### config.mk
export PLATFORM = sky130hd
export DESIGN_NAME = dma_addr_engine
export DESIGN_NICKNAME = d
export VERILOG_FILES = /design/src/rtl/dma_pkg.sv /design/src/rtl/dma_chan.sv /design/src/rtl/dma_sel_mux.sv /design/src/rtl/dma_addr_engine.sv
export SDC_FILE = /design/constraint.sdc
export NUM_CORES = 1
export LEC_CHECK = 0
export ABC_AREA = 1
export BUFFER_PORTS_ARGS = -buffer_cell sky130_fd_sc_hd__buf_2
export CELL_PAD_IN_SITES_DETAIL_PLACEMENT = 0
export CELL_PAD_IN_SITES_GLOBAL_PLACEMENT = 2
export CORE_MARGIN = 5
export CORE_UTILIZATION = 38
export DETAILED_ROUTE_END_ITERATION = 8
export PLACE_DENSITY_LB_ADDON = 0.1
export SLEW_MARGIN = 15
export SYNTH_ARGS = -nofsm -noshare
export SYNTH_HDL_FRONTEND = slang
export SYNTH_SLANG_ARGS = --single-unit
### constraint.sdc
create_clock -name clk -period 7.2 [get_ports clk]
set_input_delay 1.44 -clock clk [delete_from_list [all_inputs] [get_ports clk]]
set_output_delay 1.44 -clock clk [all_outputs]
set_load 0.005 [all_outputs]
### src/rtl/dma_pkg.sv
package dma_pkg;

  typedef enum logic [2:0] {
    SEL_BASE = 3'd0,
    SEL_CNT  = 3'd1,
    SEL_PAGE = 3'd2,
    SEL_STOP = 3'd3,
    SEL_MODE = 3'd4
  } reg_sel_e;

  // bit 0 dec, bit 1 fixed, bit 2 auto-reload, bit 3 ring
  typedef struct packed {
    logic ring;
    logic autold;
    logic fixed;
    logic dec;
  } chan_mode_t;

endpackage

### src/rtl/dma_chan.sv
module dma_chan
  import dma_pkg::*;
#(
  parameter int AW = 16,
  parameter int CW = 16,
  parameter int PW = 8
) (
  input  logic          clk,
  input  logic          rst_n,
  input  logic          wr_en,
  input  logic [2:0]    wr_sel,
  input  logic [AW-1:0] wr_data,
  input  logic          step_en,
  output logic [AW-1:0] cur_o,
  output logic [PW-1:0] lo_o,
  output logic [PW-1:0] hi_o,
  output chan_mode_t    mode_o,
  output logic          done_o,
  output logic          tc_evt,
  output logic          stop_evt,
  output logic          reload_evt
);

  function automatic logic [AW-1:0] bump(input logic [AW-1:0] a, input logic down);
    return down ? AW'(a - 1'b1) : AW'(a + 1'b1);
  endfunction

  logic [AW-1:0] base_a, cur_a, stop_a, next_a;
  logic [CW-1:0] base_c, cur_c;
  logic [PW-1:0] lo_pg, hi_pg;
  chan_mode_t    mode;
  logic          done;
  logic          take, cnt_zero, ring_wrap, auto_rl;

  always_comb begin
    take      = step_en && !done && !wr_en;
    cnt_zero  = (cur_c == '0);
    ring_wrap = mode.ring && !mode.fixed && (cur_a == stop_a);
    auto_rl   = cnt_zero && mode.autold;
    if (auto_rl)         next_a = base_a;
    else if (mode.fixed) next_a = cur_a;
    else if (ring_wrap)  next_a = base_a;
    else                 next_a = bump(cur_a, mode.dec);
    tc_evt     = take && cnt_zero;
    stop_evt   = take && !mode.fixed && (next_a == stop_a);
    reload_evt = take && (auto_rl || ring_wrap);
  end

  always_ff @(posedge clk) begin
    if (!rst_n) begin
      base_a <= '0; cur_a <= '0; stop_a <= '0;
      base_c <= '0; cur_c <= '0;
      lo_pg  <= '0; hi_pg <= '0;
      mode   <= '0; done  <= 1'b0;
    end else if (wr_en) begin
      case (reg_sel_e'(wr_sel))
        SEL_BASE: begin base_a <= wr_data; cur_a <= wr_data; end
        SEL_CNT:  begin base_c <= wr_data[CW-1:0]; cur_c <= wr_data[CW-1:0]; done <= 1'b0; end
        SEL_PAGE: begin lo_pg <= wr_data[PW-1:0]; hi_pg <= wr_data[2*PW-1:PW]; end
        SEL_STOP: stop_a <= wr_data;
        SEL_MODE: mode <= chan_mode_t'(wr_data[3:0]);
        default:  ;
      endcase
    end else if (take) begin
      cur_a <= next_a;
      cur_c <= auto_rl ? base_c : CW'(cur_c - 1'b1);
      if (cnt_zero && !mode.autold) done <= 1'b1;
    end
  end

  assign cur_o  = cur_a;
  assign lo_o   = lo_pg;
  assign hi_o   = hi_pg;
  assign mode_o = mode;
  assign done_o = done;

endmodule

### src/rtl/dma_sel_mux.sv
module dma_sel_mux
  import dma_pkg::*;
#(
  parameter int NCH = 4,
  parameter int AW  = 16,
  parameter int PW  = 8,
  localparam int CHW = $clog2(NCH)
) (
  input  logic [NCH-1:0][AW-1:0] cur_v,
  input  logic [NCH-1:0][PW-1:0] lo_v,
  input  logic [NCH-1:0][PW-1:0] hi_v,
  input  chan_mode_t [NCH-1:0]   mode_v,
  input  logic [NCH-1:0]         done_v,
  input  logic [NCH-1:0]         reload_v,
  input  logic [CHW-1:0]         sel,
  output logic [AW+2*PW-1:0]     addr_o,
  output chan_mode_t             mode_o,
  output logic                   done_o,
  output logic                   reload_o
);

  always_comb begin
    addr_o   = {hi_v[sel], lo_v[sel], cur_v[sel]};
    mode_o   = mode_v[sel];
    done_o   = done_v[sel];
    reload_o = reload_v[sel];
  end

endmodule

### src/rtl/dma_addr_engine.sv
module dma_addr_engine
  import dma_pkg::*;
#(
  parameter int NCH = 4,
  parameter int AW  = 16,
  parameter int CW  = 16,
  parameter int PW  = 8,
  localparam int CHW = $clog2(NCH),
  localparam int FW  = AW + 2*PW
) (
  input  logic           clk,
  input  logic           rst_n,
  input  logic           wr_en,
  input  logic [CHW-1:0] wr_ch,
  input  logic [2:0]     wr_sel,
  input  logic [AW-1:0]  wr_data,
  input  logic           step,
  input  logic [CHW-1:0] act_ch,
  output logic [FW-1:0]  xfer_addr,
  output logic           tc,
  output logic           stop_hit
);

  logic [NCH-1:0][AW-1:0] cur_v;
  logic [NCH-1:0][PW-1:0] lo_v, hi_v;
  chan_mode_t [NCH-1:0]   mode_v;
  logic [NCH-1:0]         done_v, tc_v, stop_v, reload_v;

  // named events for the checker
  chan_mode_t act_mode;
  logic       act_done, act_reload, act_fixed, act_dec, step_take;

  for (genvar i = 0; i < NCH; i++) begin : g_ch
    dma_chan #(.AW(AW), .CW(CW), .PW(PW)) u_ch (
      .clk        (clk),
      .rst_n      (rst_n),
      .wr_en      (wr_en && (wr_ch == CHW'(i))),
      .wr_sel     (wr_sel),
      .wr_data    (wr_data),
      .step_en    (step && (act_ch == CHW'(i))),
      .cur_o      (cur_v[i]),
      .lo_o       (lo_v[i]),
      .hi_o       (hi_v[i]),
      .mode_o     (mode_v[i]),
      .done_o     (done_v[i]),
      .tc_evt     (tc_v[i]),
      .stop_evt   (stop_v[i]),
      .reload_evt (reload_v[i])
    );
  end

  dma_sel_mux #(.NCH(NCH), .AW(AW), .PW(PW)) u_mux (
    .cur_v    (cur_v),
    .lo_v     (lo_v),
    .hi_v     (hi_v),
    .mode_v   (mode_v),
    .done_v   (done_v),
    .reload_v (reload_v),
    .sel      (act_ch),
    .addr_o   (xfer_addr),
    .mode_o   (act_mode),
    .done_o   (act_done),
    .reload_o (act_reload)
  );

  assign act_fixed = act_mode.fixed;
  assign act_dec   = act_mode.dec;
  assign step_take = step && !act_done && !(wr_en && (wr_ch == act_ch));

  always_ff @(posedge clk) begin
    if (!rst_n) begin
      tc       <= 1'b0;
      stop_hit <= 1'b0;
    end else begin
      tc       <= |tc_v;
      stop_hit <= |stop_v;
    end
  end

endmodule

==> impl_metrics.env, run 1 <==
export IMPL_post_cts_buffers=0
export IMPL_die_w_um=266.7
export IMPL_yosysUniqueCellTypes=51
export IMPL_synthFlopType="dfxtp_1"
export IMPL_synth_seq_cells=406
export IMPL_num_io_pins=61
export IMPL_via_per_inst=5.626
export IMPL_syn_nets=3968
export IMPL_min_path_type="reg -> reg"
export IMPL_synth_edf_count=0
export IMPL_r2r_start="g_ch[0].u_ch.cur_c[0]"
export IMPL_grt_pass1_vias=24970
export IMPL_worst_pin_slew_ps=1138
export IMPL_final_setup_skew_ps=21.30
export IMPL_yosysSeqAreaShare=0.3246
export IMPL_async_flop_share=0
export IMPL_cts_made_buffers=48
export IMPL_ff2ff_setup_slack_ps=3610
export IMPL_chipHeight_um=266.7
export IMPL_start_util=0.3822
export IMPL_drive_above_1_share=0.06668
export IMPL_grt_max_degree=89
export IMPL_ctsHoldBuffers=0
export IMPL_drt_iter0_drc=2320
export IMPL_grtUsageTotal=0.2940
export IMPL_final_area_um2=27490
export IMPL_fmax_mhz=200.1
export IMPL_drc=0
export IMPL_path_max_fanout=21
export IMPL_period_minus_slack_ps=4998
export IMPL_path_clk_slew_ps=50
export IMPL_finalHoldViolations=0
export IMPL_ir_worst_vdd_mv=0.1547
export IMPL_rr_worst_depth=19
export IMPL_antenna_found_initial=8
export IMPL_wl_per_cell_um=22.87
export IMPL_holdCritStartpoint="g_ch[2].u_ch.base_a[0]"
export IMPL_clock_latency_ps=610
export IMPL_first_pass_iters=6
export IMPL_place_area_um2=25940
export IMPL_layout_commonest_cell="nand2_1"
export IMPL_synth_warnings=0
export IMPL_dpl_hpwl_mm=79.73
export IMPL_via_count=26670
export IMPL_holdPathStages=2
export IMPL_cts_root_buffer="clkbuf_16"
export IMPL_post_cts_resized=0
export IMPL_grt_pass1_wl_mm=160.7
export IMPL_arrival_ps=3560
export IMPL_regToRegEndpoint="stop_hit"
export IMPL_fin_crit_sh=0.6941
export IMPL_clockBufferDepth=3
export IMPL_cp_required_ps=5760
export IMPL_mappedNetlistArea_um2=25040
export IMPL_syn_area_per_cell_um2=6.458
export IMPL_p_per_area_nw_per_um2=212.3
export IMPL_fp_row_count=94
export IMPL_critical_path_class="in -> out"
export IMPL_cp_end_kind="output pin"
export IMPL_clkSinkCount=406
export IMPL_max_cap_viol_count=0
export IMPL_whs_endpoint="g_ch[2].u_ch.base_a[0]"
export IMPL_final_cell_mix="884 x nand2_1, 483 x nor2_1, 406 x dfxtp_1"
export IMPL_synth_cells=3877
export IMPL_portBuffers=60
export IMPL_grt_ovfl_total=0
export IMPL_routed_wl_mm=108.4
export IMPL_slew_headroom=0.2388
export IMPL_status="completed"
export IMPL_grt_setup_unrepaired="no"
export IMPL_setup_tns_ps=0
export IMPL_die_area_um2=71120
export IMPL_htreeDepth=2
export IMPL_power_leakage_nw=11.94
export IMPL_start_kind="input pin"
export IMPL_fin_nets=3927
export IMPL_antenna_left=0
export IMPL_core_area_um2=65510
export IMPL_gp_congestion=0.9430
export IMPL_setup_viol=0
export IMPL_finalMaxSlewViolations=0
export IMPL_cts_tree="built"
export IMPL_syn_to_final_growth_pct=9.780
==> where the power goes <==
| part | leakage, nW | total, mW | switching, mW | internal, mW |
|---|---|---|---|---|
| Clock | 0.754 | 2.43 | 1.04 | 1.39 |
| Sequential | 3.29 | 2.42 | 0.105 | 2.31 |
| Combinational | 7.89 | 0.986 | 0.682 | 0.304 |
| Total | 11.9 | 5.84 | 1.83 | 4.01 |
==> worst max-delay path, cell delays in order <==
cell and delay, ps:
buf_2 250, nor2_2 810, buf_4 310, inv_1 80
o22ai_1 150, a21oi_1 60, o21ai_0 230, buf_2 210
==> how the worst max path moves through the flow <==
stage / slack, ps / depth (start not counted) / endpoint / from
floorplan: 3420 / 5 / xfer_addr[0] / act_ch[1]
global placement: 2340 / 8 / xfer_addr[10] / act_ch[0]
detailed placement: 2300 / 6 / xfer_addr[10] / act_ch[0]
CTS: 2300 / 6 / xfer_addr[10] / act_ch[0]
global route: 2080 / 8 / xfer_addr[10] / act_ch[0]
finish: 2200 / 8 / xfer_addr[10] / act_ch[0]
==> per-stage QoR <==
step           hold slack [ps]  power, mW  cells  setup WS, ps  utilization
3_3_place_gp             443.1      3.428   4650          2341       0.3959
6_report                 457.8      5.837   4741          2202       0.4196
2_1_floorplan            429.7      3.079   3877          3423            -
5_1_grt                  482.0      6.065   4733          2079       0.4193
4_1_cts                  457.3      5.860   4733          2298       0.4192
3_5_place_dp             448.8      3.433   4650          2296       0.3959
==> state kept, by name, summed over array words and instances, names as in the netlist <==
| name | flops |
|---|---|
| g_ch.u_ch.base_a | 64 |
| g_ch.u_ch.base_c | 64 |
| g_ch.u_ch.cur_c | 64 |
| g_ch.u_ch.cur_o | 64 |
| g_ch.u_ch.done_o | 4 |
| g_ch.u_ch.hi_o | 32 |
| g_ch.u_ch.lo_o | 32 |
| g_ch.u_ch.mode_o | 16 |
| g_ch.u_ch.stop_a | 64 |
| stop_hit | 1 |
| tc | 1 |
==> cell type report <==
cell class	instances	area, um^2
timing repair buffer	101	614.3
clock buffer	68	1366
multi-input combinational	2886	14640
fill	7015	38020
antenna	8	20.02
sequential	406	8128
inverter	393	1480
clock inverter	15	157.7
tap	864	1081
==> cell families (layout without fill, tap and decap cells) <==
group / Yosys count / count (layout) / share of synthesized area
and+or+nand+nor: 1786 / 1786 / 0.3019
AOI/OAI and AO/OA: 964 / 964 / 0.2233
xor gates and xnor gates: 72 / 72 / 0.02519
buffers and inverters: 585 / 577 / 0.09180
DFF: 406 / 406 / 0.3246
other: 0 / 8 / 0
adders and majority gates: 64 / 64 / 0.03318
==> cell usage after synthesis (5+ instances only) <==
library cell | number | share of area
nand2_1 | 884 | 0.13
nor2_1 | 492 | 0.074
dfxtp_1 | 406 | 0.32
inv_1 | 370 | 0.055
a21oi_1 | 353 | 0.071
o21ai_0 | 297 | 0.059
nand3_1 | 277 | 0.055
a211oi_1 | 166 | 0.050
clkbuf_1 | 158 | 0.024
ha_1 | 60 | 0.030
xor2_1 | 45 | 0.016
a31oi_1 | 40 | 0.010
nand4_1 | 33 | 0.0082
a22oi_1 | 31 | 0.0093
xnor2_1 | 27 | 0.0094
nor3_1 | 24 | 0.0048
buf_2 | 22 | 0.0044
o211ai_1 | 21 | 0.0063
a221oi_1 | 18 | 0.0063
inv_2 | 16 | 0.0024
o221ai_1 | 16 | 0.0056
nor2_2 | 12 | 0.0030
buf_6 | 9 | 0.0040
nand3b_1 | 8 | 0.0024
or2_2 | 8 | 0.0020
clkinv_1 | 7 | 0.0010
nor4_1 | 7 | 0.0017
o21ai_1 | 7 | 0.0014
nand2_2 | 6 | 0.0015
nand3_2 | 6 | 0.0024
nor2_4 | 5 | 0.0022
o21bai_1 | 5 | 0.0015
==> metal layers <==
metal,track usage,up-vias,share of wire
met2,0.4711,979,0.45
met4,0.1024,4,0.037
met1,0.3980,12550,0.44
li1,-,12940,-
met3,0.05651,197,0.076
met5,0,-,0.00022
No activity file was read; power rests on OpenSTA's default activity.
==> inputs of run 2 (changes only) <==
--- a/config.mk
+++ b/config.mk
@@ -10,7 +10,7 @@
 export CELL_PAD_IN_SITES_DETAIL_PLACEMENT = 0
 export CELL_PAD_IN_SITES_GLOBAL_PLACEMENT = 2
 export CORE_MARGIN = 5
-export CORE_UTILIZATION = 38
+export CORE_UTILIZATION = 32
 export DETAILED_ROUTE_END_ITERATION = 8
 export PLACE_DENSITY_LB_ADDON = 0.1
 export SLEW_MARGIN = 15
==> constraint.sdc (replaced) <==
create_clock -name clk -period 4 [get_ports clk]
set_input_delay 0.8 -clock clk [delete_from_list [all_inputs] [get_ports clk]]
set_output_delay 0.8 -clock clk [all_outputs]
set_load 0.005 [all_outputs]
==> run 2 against run 1 <==
Against the previous run: critical path depth shrank 1; critical path type unchanged; worst setup slack lost 1800 ps; clock power grew 98%; sequential share of layout area shrank 0.89 points; sequential power grew 79%; wire length grew 7.0%.
==> impl_metrics.env, run 2 (same netlist as run 1, synthesis figures left out) <==
export IMPL_htreeDepth=2
export IMPL_whs_endpoint="g_ch[0].u_ch.mode_o[3]"
export IMPL_grt_pass1_wl_mm=169.9
export IMPL_holdPathStages=2
export IMPL_combPwrFrac=0.170
export IMPL_dp_cells=4884
export IMPL_die_w_um=289.7
export IMPL_cp_cell_sequence="buf_2 -> nand2_1 -> inv_1 -> buf_4 -> a22oi_1 -> nand3_1 -> buf_2"
export IMPL_start_kind="input pin"
export IMPL_crit_path_top_delay_cell="a22oi_1"
export IMPL_final_setup_skew_ps=12.41
export IMPL_clock_latency_ps=600
export IMPL_cp_end_kind="output pin"
export IMPL_finalMaxSlewViolations=0
export IMPL_r2r_start="g_ch[1].u_ch.mode_o[0]"
export IMPL_drive_above_1_share=0.08183
export IMPL_routed_wl_mm=116.0
export IMPL_post_cts_buffers=0
export IMPL_dpl_hpwl_mm=85.90
export IMPL_worstSetupStartpoint="act_ch[0]"
export IMPL_die_area_um2=83940
export IMPL_ctsHoldBuffers=0
export IMPL_fill_cells=8561
export IMPL_fin_nets=3988
export IMPL_p_switching_mw=3.376
export IMPL_final_cell_mix="884 x nand2_1, 483 x nor2_1, 406 x dfxtp_1"
export IMPL_ff2ff_setup_slack_ps=600
export IMPL_netSwitchingFraction=0.3070
export IMPL_grt_max_degree=113
export IMPL_min_path_type="reg -> reg"
export IMPL_fin_hold_ws_ps=458.8
export IMPL_portBuffers=60
export IMPL_via_per_inst=5.400
export IMPL_slew_headroom=0.2703
export IMPL_critPathMaxStageDelay_ps=610
export IMPL_antenna_left=0
export IMPL_clkPwrFrac=0.438
export IMPL_num_io_pins=61
export IMPL_critical_path_class="in -> out"
export IMPL_ir_worst_vdd_mv=0.2537
export IMPL_rr_worst_depth=19
export IMPL_chipHeight_um=289.7
export IMPL_path_max_fanout=21
export IMPL_regToRegEndpoint="stop_hit"
export IMPL_seq_power_share=0.393
export IMPL_cp_required_ps=3200
export IMPL_arrival_ps=2760
export IMPL_grt_ovfl_total=0
export IMPL_status="completed"
export IMPL_worst_slack_ps=442.5
export IMPL_finalHoldViolations=0
export IMPL_cts_root_buffer="clkbuf_16"
export IMPL_via_count=26880
export IMPL_holdCritStartpoint="g_ch[0].u_ch.mode_o[3]"
export IMPL_stdcell_count=4978
export IMPL_first_pass_iters=7
export IMPL_post_cts_resized=0
export IMPL_fp_row_count=102
export IMPL_setup_tns_ps=0
export IMPL_multi_input_area_um2=14630
export IMPL_layout_commonest_cell="nand2_1"
export IMPL_cts_made_buffers=51
export IMPL_start_util=0.3232
export IMPL_path_clk_slew_ps=70
export IMPL_grt_pass1_vias=25250
export IMPL_drt_iter0_drc=2451
export IMPL_clockBufferDepth=3
export IMPL_drc=0
export IMPL_critical_path_most_common_cell="buf_2"
export IMPL_cts_tree="built"
export IMPL_seq_area_um2=8128
export IMPL_antenna_found_initial=16
export IMPL_gp_congestion=0.8985
export IMPL_power_leakage_nw=12.33
export IMPL_wl_per_cell_um=23.31
export IMPL_final_util=0.3658
export IMPL_setup_viol=0
export IMPL_max_cap_viol_count=0
export IMPL_fin_crit_sh=0.8894
export IMPL_fmax_mhz=281.1
export IMPL_p_per_area_nw_per_um2=388.2
export IMPL_clkSinkCount=406
export IMPL_grt_setup_unrepaired="no"
export IMPL_post_place_ws_ps=416.4
export IMPL_grtUsageTotal=0.2688
export IMPL_syn_to_final_growth_pct=13.17
export IMPL_core_area_um2=77470
export IMPL_period_minus_slack_ps=3558
export IMPL_internal_power_mw=7.623
export IMPL_worst_pin_slew_ps=1093
==> run 2: cell types whose count changed in the layout (fill, tap and decap cells not counted) <==
cell       delta
clkbuf_16     +5
clkinv_2      -3
buf_12        +2
inv_6         -1
inv_16        -1
clkbuf_8      +6
nor2_4        -1
buf_4        +56
clkinv_8      -1
bufinv_16     +1
clkbuf_1      +2
nor2_2        +1
diode_2       -5
==> run 2: cell type report <==
| cell class | instances | area share |
|---|---|---|
| clock inverters | 10 | 0.004504 |
| inverters | 393 | 0.05224 |
| flip-flops and latches | 406 | 0.2868 |
| clock buffers | 81 | 0.05582 |
| well taps | 1040 | 0.04592 |
| diodes | 3 | 0.0002649 |
| multi-input cells | 2886 | 0.5165 |
| repair buffers | 159 | 0.03793 |
==> run 2: critical path, delay by kind of cell <==
kind,cells,cell delay [ps]
buf+inv,4,980
compound gates,1,610
simple gates,2,350
==> run 2: through the flow <==
stage | power (mW) | area (um^2)
after CTS | 11.08 | 28330
after global routing | 11.46 | 28330
after floorplan | 5.543 | 25040
after global placement | 6.251 | 26620
final | 11.00 | 28330
after detailed placement | 6.251 | 26620
==> run 2: power by group through the flow <==
| stage | clock network (mW) | registers (mW) | logic (mW) |
|---|---|---|---|
| after global routing | 5.07 | 4.33 | 2.05 |
| after CTS | 4.91 | 4.32 | 1.85 |
| after detailed placement | 0 | 4.41 | 1.84 |
| final | 4.81 | 4.32 | 1.86 |
| after floorplan | 0 | 4.34 | 1.21 |
| after global placement | 0 | 4.41 | 1.84 |
==> run 2: metal layers <==
| layer | wire [um] | GRT usage | vias up |
|---|---|---|---|
| met1 | 52820 | 0.3737 | 12760 |
| met4 | 3150 | 0.06832 | 4 |
| met5 | 27 | 0 | - |
| met3 | 7671 | 0.04204 | 158 |
| met2 | 52380 | 0.4373 | 910 |
| li1 | - | - | 13050 |
==> run 2: worst max path at each step <==
stage	endpoint
detailed placement	xfer_addr[14]
global route	xfer_addr[14]
global placement	xfer_addr[14]
CTS	xfer_addr[14]
finish	xfer_addr[14]
floorplan	g_ch[3].u_ch.cur_c[12]
